File: src/rtl/uart_par_pkg.sv
package uart_par_pkg;

    localparam int FIELD_W = 9;

    typedef enum logic [1:0] {
        TX_IDLE,
        TX_START,
        TX_DATA,
        TX_STOP
    } tx_state_e;

    typedef enum logic [2:0] {
        RX_IDLE,
        RX_START,
        RX_DATA,
        RX_STOP,
        RX_WAIT_HI
    } rx_state_e;

    typedef struct packed {
        logic word9;
        logic par_en;
        logic par_odd;
        logic stop2;
    } frame_cfg_t;

    typedef struct packed {
        logic [FIELD_W-1:0] field;
        logic               par_bad;
        logic               stop_bad;
    } rx_result_t;

    function automatic logic [3:0] field_bits(input logic word9);
        return word9 ? 4'd9 : 4'd8;
    endfunction

    function automatic logic [FIELD_W-1:0] below_top_mask(input logic word9);
        return word9 ? 9'h0FF : 9'h07F;
    endfunction

    // Field as sent: top bit swapped for parity when parity is on.
    function automatic logic [FIELD_W-1:0] tx_field(input logic [FIELD_W-1:0] d,
                                                    input frame_cfg_t c);
        logic [FIELD_W-1:0] f;
        logic               p;
        f = c.word9 ? d : {1'b0, d[7:0]};
        p = (^(d & below_top_mask(c.word9))) ^ c.par_odd;
        if (c.par_en) begin
            if (c.word9) f[8] = p;
            else         f[7] = p;
        end
        return f;
    endfunction

    function automatic logic rx_parity_bad(input logic [FIELD_W-1:0] f,
                                           input frame_cfg_t c);
        return c.par_en && ((^f) != c.par_odd);
    endfunction

endpackage

File: src/rtl/uart_tx_frame.sv
module uart_tx_frame
    import uart_par_pkg::*;
#(
    parameter int BIT_CYCLES = 16
) (
    input  logic               clk,
    input  logic               rst,
    input  frame_cfg_t         cfg,
    input  logic               load,
    input  logic [FIELD_W-1:0] data,
    output logic               txd,
    output logic               busy
);
    localparam int CW = (BIT_CYCLES > 2) ? $clog2(BIT_CYCLES) : 1;
    localparam logic [CW-1:0] LAST = CW'(BIT_CYCLES - 1);

    tx_state_e          state;
    logic [CW-1:0]      cnt;
    logic [3:0]         idx;
    logic [FIELD_W-1:0] shreg;
    frame_cfg_t         cfg_q;
    logic               bit_end;

    assign bit_end = (cnt == LAST);

    always_ff @(posedge clk) begin
        if (rst) begin
            state <= TX_IDLE;
            cnt   <= '0;
            idx   <= '0;
            shreg <= '0;
            cfg_q <= '0;
        end else begin
            if (state != TX_IDLE) cnt <= bit_end ? '0 : cnt + 1'b1;
            unique case (state)
                TX_IDLE: begin
                    cnt <= '0;
                    idx <= '0;
                    if (load) begin
                        shreg <= tx_field(data, cfg);
                        cfg_q <= cfg;
                        state <= TX_START;
                    end
                end
                TX_START: begin
                    if (bit_end) begin
                        state <= TX_DATA;
                        idx   <= '0;
                    end
                end
                TX_DATA: begin
                    if (bit_end) begin
                        shreg <= shreg >> 1;
                        if (idx == field_bits(cfg_q.word9) - 4'd1) begin
                            state <= TX_STOP;
                            idx   <= '0;
                        end else begin
                            idx <= idx + 4'd1;
                        end
                    end
                end
                TX_STOP: begin
                    if (bit_end) begin
                        if (cfg_q.stop2 && idx == 4'd0) idx <= 4'd1;
                        else                             state <= TX_IDLE;
                    end
                end
                default: state <= TX_IDLE;
            endcase
        end
    end

    always_comb begin
        unique case (state)
            TX_START: txd = 1'b0;
            TX_DATA:  txd = shreg[0];
            default:  txd = 1'b1;
        endcase
    end

    assign busy = (state != TX_IDLE);

endmodule

File: src/rtl/uart_rx_frame.sv
module uart_rx_frame
    import uart_par_pkg::*;
#(
    parameter int BIT_CYCLES  = 16,
    parameter int SYNC_STAGES = 2
) (
    input  logic       clk,
    input  logic       rst,
    input  frame_cfg_t cfg,
    input  logic       rxd,
    output logic       valid,
    output rx_result_t result
);
    localparam int CW = (BIT_CYCLES > 2) ? $clog2(BIT_CYCLES) : 1;
    localparam logic [CW-1:0] LAST = CW'(BIT_CYCLES - 1);
    localparam logic [CW-1:0] MID  = CW'(BIT_CYCLES / 2 - 1);

    logic [SYNC_STAGES-1:0] sync;
    logic                   rxs;
    rx_state_e              state;
    logic [CW-1:0]          cnt;
    logic [3:0]             idx;
    logic [FIELD_W-1:0]     shreg;
    logic [FIELD_W-1:0]     field;

    // Input synchronizer, depth chosen by parameter.
    genvar g;
    generate
        for (g = 0; g < SYNC_STAGES; g++) begin : g_sync
            if (g == 0) begin : g_first
                always_ff @(posedge clk) sync[0] <= rst ? 1'b1 : rxd;
            end else begin : g_next
                always_ff @(posedge clk) sync[g] <= rst ? 1'b1 : sync[g-1];
            end
        end
    endgenerate

    assign rxs   = sync[SYNC_STAGES-1];
    assign field = cfg.word9 ? shreg : {1'b0, shreg[8:1]};

    always_ff @(posedge clk) begin
        if (rst) begin
            state  <= RX_IDLE;
            cnt    <= '0;
            idx    <= '0;
            shreg  <= '0;
            valid  <= 1'b0;
            result <= '0;
        end else begin
            valid <= 1'b0;
            unique case (state)
                RX_IDLE: begin
                    cnt <= '0;
                    if (!rxs) state <= RX_START;
                end
                RX_START: begin
                    if (cnt == MID) begin
                        cnt   <= '0;
                        idx   <= '0;
                        state <= rxs ? RX_IDLE : RX_DATA;
                    end else begin
                        cnt <= cnt + 1'b1;
                    end
                end
                RX_DATA: begin
                    if (cnt == LAST) begin
                        cnt   <= '0;
                        shreg <= {rxs, shreg[8:1]};
                        if (idx == field_bits(cfg.word9) - 4'd1) state <= RX_STOP;
                        else                                      idx   <= idx + 4'd1;
                    end else begin
                        cnt <= cnt + 1'b1;
                    end
                end
                RX_STOP: begin
                    if (cnt == LAST) begin
                        cnt             <= '0;
                        valid           <= 1'b1;
                        result.field    <= field;
                        result.par_bad  <= rx_parity_bad(field, cfg);
                        result.stop_bad <= !rxs;
                        state           <= rxs ? RX_IDLE : RX_WAIT_HI;
                    end else begin
                        cnt <= cnt + 1'b1;
                    end
                end
                RX_WAIT_HI: begin
                    if (rxs) state <= RX_IDLE;
                end
                default: state <= RX_IDLE;
            endcase
        end
    end

endmodule

File: src/rtl/uart_err_flags.sv
module uart_err_flags (
    input  logic clk,
    input  logic rst,
    input  logic set_par,
    input  logic set_frm,
    input  logic stat_rd,
    input  logic data_acc,
    output logic par_err,
    output logic frm_err
);
    logic armed;
    logic clr;

    assign clr = armed && data_acc;

    always_ff @(posedge clk) begin
        if (rst) begin
            armed   <= 1'b0;
            par_err <= 1'b0;
            frm_err <= 1'b0;
        end else begin
            if (data_acc)     armed <= 1'b0;
            else if (stat_rd) armed <= 1'b1;
            par_err <= set_par | (par_err & ~clr);
            frm_err <= set_frm | (frm_err & ~clr);
        end
    end

endmodule

File: src/rtl/uart_parity_engine.sv
module uart_parity_engine
    import uart_par_pkg::*;
#(
    parameter int BIT_CYCLES  = 16,
    parameter int SYNC_STAGES = 2
) (
    input  logic       clk,
    input  logic       rst,
    input  logic       word9,
    input  logic       par_en,
    input  logic       par_odd,
    input  logic       stop2,
    input  logic [8:0] tx_data,
    input  logic       tx_load,
    output logic       tx_busy,
    output logic       txd,
    input  logic       rxd,
    output logic [8:0] rx_data,
    output logic       rx_valid,
    input  logic       stat_rd,
    input  logic       data_rd,
    input  logic       par_irq_en,
    output logic       par_err,
    output logic       par_irq,
    output logic       frm_err
);
    frame_cfg_t cfg;
    rx_result_t res;
    logic       rx_pulse;

    assign cfg = '{word9: word9, par_en: par_en, par_odd: par_odd, stop2: stop2};

    uart_tx_frame #(.BIT_CYCLES(BIT_CYCLES)) u_tx (
        .clk  (clk),
        .rst  (rst),
        .cfg  (cfg),
        .load (tx_load),
        .data (tx_data),
        .txd  (txd),
        .busy (tx_busy)
    );

    uart_rx_frame #(.BIT_CYCLES(BIT_CYCLES), .SYNC_STAGES(SYNC_STAGES)) u_rx (
        .clk    (clk),
        .rst    (rst),
        .cfg    (cfg),
        .rxd    (rxd),
        .valid  (rx_pulse),
        .result (res)
    );

    uart_err_flags u_flags (
        .clk      (clk),
        .rst      (rst),
        .set_par  (rx_pulse & res.par_bad),
        .set_frm  (rx_pulse & res.stop_bad),
        .stat_rd  (stat_rd),
        .data_acc (data_rd | tx_load),
        .par_err  (par_err),
        .frm_err  (frm_err)
    );

    assign rx_data  = res.field;
    assign rx_valid = rx_pulse;
    assign par_irq  = par_err & par_irq_en;

endmodule

File: config.mk
export PLATFORM = sky130hd
export DESIGN_NAME = uart_parity_engine
export DESIGN_NICKNAME = d
export VERILOG_FILES = /design/src/rtl/uart_par_pkg.sv /design/src/rtl/uart_tx_frame.sv /design/src/rtl/uart_rx_frame.sv /design/src/rtl/uart_err_flags.sv /design/src/rtl/uart_parity_engine.sv
export SDC_FILE = /design/constraint.sdc
export NUM_CORES = 1
export LEC_CHECK = 0
export ABC_AREA = 1
export BUFFER_PORTS_ARGS = -buffer_cell sky130_fd_sc_hd__buf_2
export CORE_ASPECT_RATIO = 1.2
export CORE_MARGIN = 2
export CORE_UTILIZATION = 45
export DETAILED_ROUTE_END_ITERATION = 16
export PLACE_DENSITY = 0.7
export SLEW_MARGIN = 20
export SYNTH_ARGS = -nofsm -noshare
export SYNTH_HDL_FRONTEND = slang
export SYNTH_SLANG_ARGS = --single-unit
File: constraint.sdc
create_clock -name clk -period 2.1 [get_ports clk]
set_input_delay 0.315 -clock clk [delete_from_list [all_inputs] [get_ports clk]]
set_output_delay 0.315 -clock clk [all_outputs]
set_load 0.02 [all_outputs]
== Word level (Yosys, flattened, before mapping) ==
Index checks and enable logic that the tools add are counted.

* Output and inout port bits: 15
* Input bits: 20
* Logic and storage cells: 132
* Register bits after elaboration: 58

* Reductions and logical operators: 25
* Muxes and demuxes: 43
* Eq/ne operators: 27
* $add $sub $neg: 6
* Bitwise logic cells: 12

{| class="wikitable"
|+ Operator list
! operator !! number
|-
| 2-to-1 mux 4 bit || 11
|-
| 2-to-1 mux 9 bit || 4
|-
| 2-to-1 mux 3 bit || 7
|-
| != test 2 x 1 -> 1 bit (second input constant) || 10
|-
| case mux 9 bit (2 select lines) || 1
|-
| parity 9 bit || 2
|-
| adder 4 x 1 -> 4 bit (second input constant) || 4
|-
| 2-to-1 mux 2 bit || 8
|-
| case mux 4 bit (4 select lines) || 1
|-
| case mux 3 bit (5 select lines) || 1
|-
| case mux 4 bit (3 select lines) || 1
|-
| AND reduction 6 bit || 2
|-
| bitwise AND 9 bit || 1
|-
| == test 4 bit || 2
|-
| == test 4 bit (second input constant) || 2
|-
| 2-to-1 mux 8 bit || 1
|-
| != test 2 bit (second input constant) || 4
|-
| case mux 2 bit (4 select lines) || 1
|-
| case mux 4 bit (2 select lines) || 1
|-
| AND reduction 4 bit || 2
|-
| OR reduction 2 bit || 4
|-
| subtractor 4 x 1 -> 4 bit (second input constant) || 2
|-
| == test 3 x 2 -> 1 bit (second input constant) || 2
|-
| AND reduction 2 bit || 3
|-
| other kinds (20) || 36
|}

== Depth between registers and ports, before layout ==
* Depth after elaboration: 8
* Depth in mapped cells: 14
* Depth with buffers taken out: 13

== Modules after synthesis ==
From an unflattened synthesis, not the netlist that was laid out.

* Cell total of the unflattened synthesis: 441
* Area, all modules: 3044.2 um^2

{| class="wikitable"
|+ By module, submodules not included
! module !! cells each !! area each (um^2) !! times used !! seq. area each (um^2)
|-
| uart_rx_frame || 246 || 1705.4 || 1 || 680.7
|-
| uart_tx_frame || 174 || 1207.4 || 1 || 420.4
|-
| uart_err_flags || 12 || 97.6 || 1 || 60.1
|-
| uart_parity_engine || 9 || 33.8 || 1 || 0.0
|}

== Worst setup path before layout ==
No wires, ideal clock.

* Path kind: register to output
* Start: register u_tx.state[0]
* End: output txd
* Buffers on the path: 1
* Setup slack: 0.396 ns
* Cell stages (with the launch flop): 5
* Data required time: 1.785 ns
* Data arrival time: 1.389 ns
* Cell sequence: dfxtp_1 inv_1 ha_1 clkbuf_1 o21ai_0

* Cells in the longest elaborated chain, start to end: 2
* Elaborated cells between the ends (all ways): 3
* Those cells by class: eq/ne: 2; mux: 1

{| class="wikitable"
|+ RTL lines
! item !! RTL line !! RTL
|-
| start: declaration || uart_tx_frame.sv:17 || <nowiki>tx_state_e state;</nowiki>
|-
| start signal: assignment || uart_tx_frame.sv:28 || <nowiki>state <= TX_IDLE;</nowiki>
|-
| start signal: assignment || uart_tx_frame.sv:42 || <nowiki>state <= TX_START;</nowiki>
|-
| start signal: assignment || uart_tx_frame.sv:47 || <nowiki>state <= TX_DATA;</nowiki>
|-
| == test 2 bit or == test 2 x 1 -> 1 bit (tied branches) || uart_tx_frame.sv:74 || <nowiki>unique case (state)</nowiki>
|-
| case mux 1 bit (2 select lines) * || uart_tx_frame.sv:74 ||
|-
| end: declaration || uart_parity_engine.sv:16 || <nowiki>output logic txd,</nowiki>
|}

Mark *: on every way between the ends. The rest lies on a longest branch, timed or not.

== Final worst setup path ==
Ends and elaborated chain as after synthesis.

==> Implementation_results.wiki <==
{| class="wikitable"
! Metric !! Value
|-
| Fmax || 522 MHz
|-
| Global-route wire length before repair || 10.9 mm
|-
| Largest family of logic cells by synthesized area || simple AND/OR/NAND/NOR gates
|-
| Clock tree from TritonCTS || built
|-
| Pins Over Slew Limit || 0
|-
| Top-Level Pins || 35
|-
| Max-cap viol count || 0
|-
| Vias per cell || 5.02
|-
| Layout net count || 505
|-
| Status || finished, final reports clean
|-
| Total clock buffers created by CTS || 9
|-
| Setup Viol. Count Final || 0
|-
| Period Utilization, post-route || 91.3%
|-
| Largest stage delay on the critical path || 0.36 ns
|-
| XOR/XNOR share of the synthesized area || 3.15%
|-
| Final routed wire length divided by cell count || 11.0 um
|-
| Count of distinct cell types in the synthesized netlist || 34
|-
| Mux contribution to synthesized area || 0%
|-
| Cell type contributing the most total cell area after synthesis || dfxtp_1
|-
| Worst hold path depth || 2
|-
| Post-synth top area share || 37.9%
|-
| Post-detail-place hpwl || 4.57 mm
|-
| DR DRC count || 0
|-
| Area post-placement || 0.00324 mm^2
|-
| Antenna cell count || 0
|-
| Final Skew || 0.00801 ns
|-
| Max-slew headroom || 63.9%
|-
| ANT nets after route || 0
|-
| Count of TritonRoute iterations in the first routing pass || 4
|-
| Arithmetic-cell share of the synthesized area counting full adders, half adders and majority gates || 4.08%
|-
| Worst Hold Margin || 0.151 ns
|-
| Leading cell types by total area after synthesis || dfxtp_1, nand2_1, o21ai_0
|-
| Cts repair resizes || 0
|-
| Largest net degree at the start of global routing || 25
|-
| Insertion delay of the later-clocked pin in the worst-skew pair || 0.34 ns
|-
| Most common cell in the netlist || nand2_1
|-
| Worst Setup End Kind || output port
|-
| Warnings from Yosys || 0
|-
| Fraction of layout instances using a drive strength above 1 || 14.2%
|-
| Synthesized netlist net count || 477
|-
| Post-Syn Area per Cell || 6.85 um^2
|-
| Number of global-route vias before repair || 2596
|-
| Number of sinks on the clock net || 58
|-
| Cell depth of the worst flop-to-flop path || 8
|-
| Starting Density || 46.9%
|-
| Async set or reset register ratio after synthesis || 0%
|-
| Std-Cell Rows || 32
|-
| Arrival time of the worst setup path || 1.60 ns
|-
| Number of antenna violations at the first check in global routing || 0
|-
| Die extent in x || 79.3 um
|-
| Maximum level of the CTS H-tree || 3
|-
| Critical-path cell with the highest stage delay || dfxtp_1
|-
| Type of the setup path with the least slack || register to output port
|-
| Layout Utilization || 52.7%
|-
| FF+latch count, synth || 58
|-
| Pwr Total || 3.69 mW
|-
| Number of inserted filler cells in the final layout || 659
|-
| CTS Root Buffer Type || clkbuf_8
|-
| Basic-gate share of the synthesized area counting and, or, nand and nor cells || 26.3%
|-
| Standard cell core area || 0.00653 mm^2
|-
| Kind of launch point of the worst setup path || register
|-
| Most used standard cells in the synthesized netlist || nand2_1, dfxtp_1, inv_1
|-
| Port buffer count || 34
|-
| Worst-path maximum fanout || 12
|-
| Most common flop cell mapped by yosys || dfxtp_1
|-
| VDD IR max || 0.000668 V
|-
| Clock transition at the registers of the reported paths || 0.06 ns
|-
| Required time of the critical path || 1.78 ns
|-
| Routed Wire Length || 6.22 mm
|-
| Overall fraction of global-route tracks in use || 18.4%
|-
| Synth-to-Final Area Change || 12.3%
|-
| Die footprint || 0.00749 mm^2
|-
| Slack of the worst reg-to-reg path || 0.41 ns
|-
| Setup repair after global routing missed its margin || no
|-
| Type of the tightest min-delay check || primary input to register
|-
| Synthesized area || 0.00306 mm^2
|-
| Setup TNS || 0 ns
|-
| Compound-gate portion of the synthesized area || 18.1%
|-
| Leak || 1.61 nW
|-
| Global route total overflow || 0
|-
| Number of flops mapped to enable cells by yosys || 0
|-
| Post-synthesis cell count || 447
|-
| Quantity of hold-fixing buffers added after cts || 0
|-
| Largest buffer count on any clock path || 2
|-
| Endpoints failing hold || 0
|-
| Total power density per cell area || 1070 mW/mm^2
|-
| Transition at the pin with the smallest max-transition slack || 0.541 ns
|-
| Seq/Total Area, Yosys || 37.9%
|-
| Final critical delay including setup and external delays || 1.92 ns
|-
| Post-CTS Setup Inserts || 0
|-
| Vias || 2835
|-
| Area used by sequential logic in the layout || 0.00116 mm^2
|-
| Vertical die dimension || 94.4 um
|-
| Routability cong. || 0.818
|-
| Area of the multi-input gates || 0.00158 mm^2
|-
| Iteration-0 DRC count of the detailed router || 131
|-
| Post-route cell area || 0.00344 mm^2
|-
| Critical-path cell list || inv_1 -> ha_1 -> buf_4 -> o21ai_0 -> buf_2
|}
[final timing paths]
check / startpoint / end
setup reg to reg: u_rx.cnt[0] / u_rx.idx[2]
setup / recovery: u_tx.state[0] / txd
hold reg to reg: u_rx.sync[0] / u_rx.rxs
hold / removal: data_rd / u_flags.armed
[state kept, by name, indices dropped and copies added, names as in the netlist]
| name | count |
|---|---|
| u_rx.idx | 4 |
| u_tx.shreg | 9 |
| u_tx.state | 2 |
| u_flags.frm_err | 1 |
| u_rx.cnt | 4 |
| u_tx.idx | 4 |
| u_rx.rxs | 1 |
| u_rx.shreg | 9 |
| u_rx.sync | 1 |
| u_tx.cfg_q | 2 |
| u_rx.result | 11 |
| u_rx.state | 3 |
| u_flags.armed | 1 |
| u_rx.valid | 1 |
| u_tx.cnt | 4 |
| u_flags.par_err | 1 |
[final cells by class]
type | count | area share [%]
multi-input cells | 318 | 46.0
flip-flops and latches | 58 | 33.7
repair buffers | 38 | 5.82
inverters | 50 | 5.45
clock buffers | 11 | 4.40
well taps | 85 | 3.09
clock inverters | 5 | 1.53
[cells by family after synthesis]
kind of cell | count (synthesis)
AOI/OAI and AO/OA | 101
xor gates and xnor gates | 11
buffers and inverters | 71
adders and majority gates | 10
and+or+nand+nor | 196
DFF | 58
[through the flow]
stage / instances / setup slack [ns]
5_1_grt: 565 / 0.0636
2_1_floorplan: 447 / 0.396
4_1_cts: 565 / 0.153
6_report: 565 / 0.183
3_3_place_gp: 549 / 0.328
3_5_place_dp: 549 / 0.235
[cells in the final DEF, fill, tap and decap left out]
cell / n
inv_2: 6
clkinv_1: 1
xnor2_1: 6
nor3_2: 1
nand4_1: 2
a31oi_1: 9
ha_1: 10
a211oi_1: 9
nand2_1: 130
xor2_1: 5
bufinv_16: 1
clkinv_2: 3
nor3b_1: 1
and3_1: 1
a22oi_1: 1
buf_4: 4
a21oi_1: 33
nor2_2: 1
nand2_2: 2
nand3b_1: 1
or2_2: 4
nor3_1: 9
buf_2: 34
o21ai_1: 2
o21ai_0: 42
o21a_1: 1
clkbuf_8: 11
nor2_1: 29
dfxtp_1: 58
a21o_1: 1
o22ai_1: 1
a2bb2oi_1: 1
inv_1: 43
nand3_1: 15
clkinvlp_4: 1
o31a_1: 1
[critical path: cells and delay by family, from the launching register on]
kind	cells	cell delay, ns
AOI/OAI and AO/OA	1	0.17
adders and majority gates	1	0.25
buffers and inverters	3	0.48
DFF	1	0.36
[where the power goes]
part | switching (mW) | total [mW] | internal, mW
Combinational | 0.785 | 1.22 | 0.431
Clock | 0.445 | 1.05 | 0.606
Sequential | 0.138 | 1.42 | 1.28
[routing by layer]
metal	GRT usage [%]	wire [um]	vias up
met3	3.73	225	19
met1	21.6	2850	1254
met5	0	0	-
met4	10.5	178	0
li1	-	-	1514
met2	31.2	2970	48
Power figures use the tool's default switching activity.
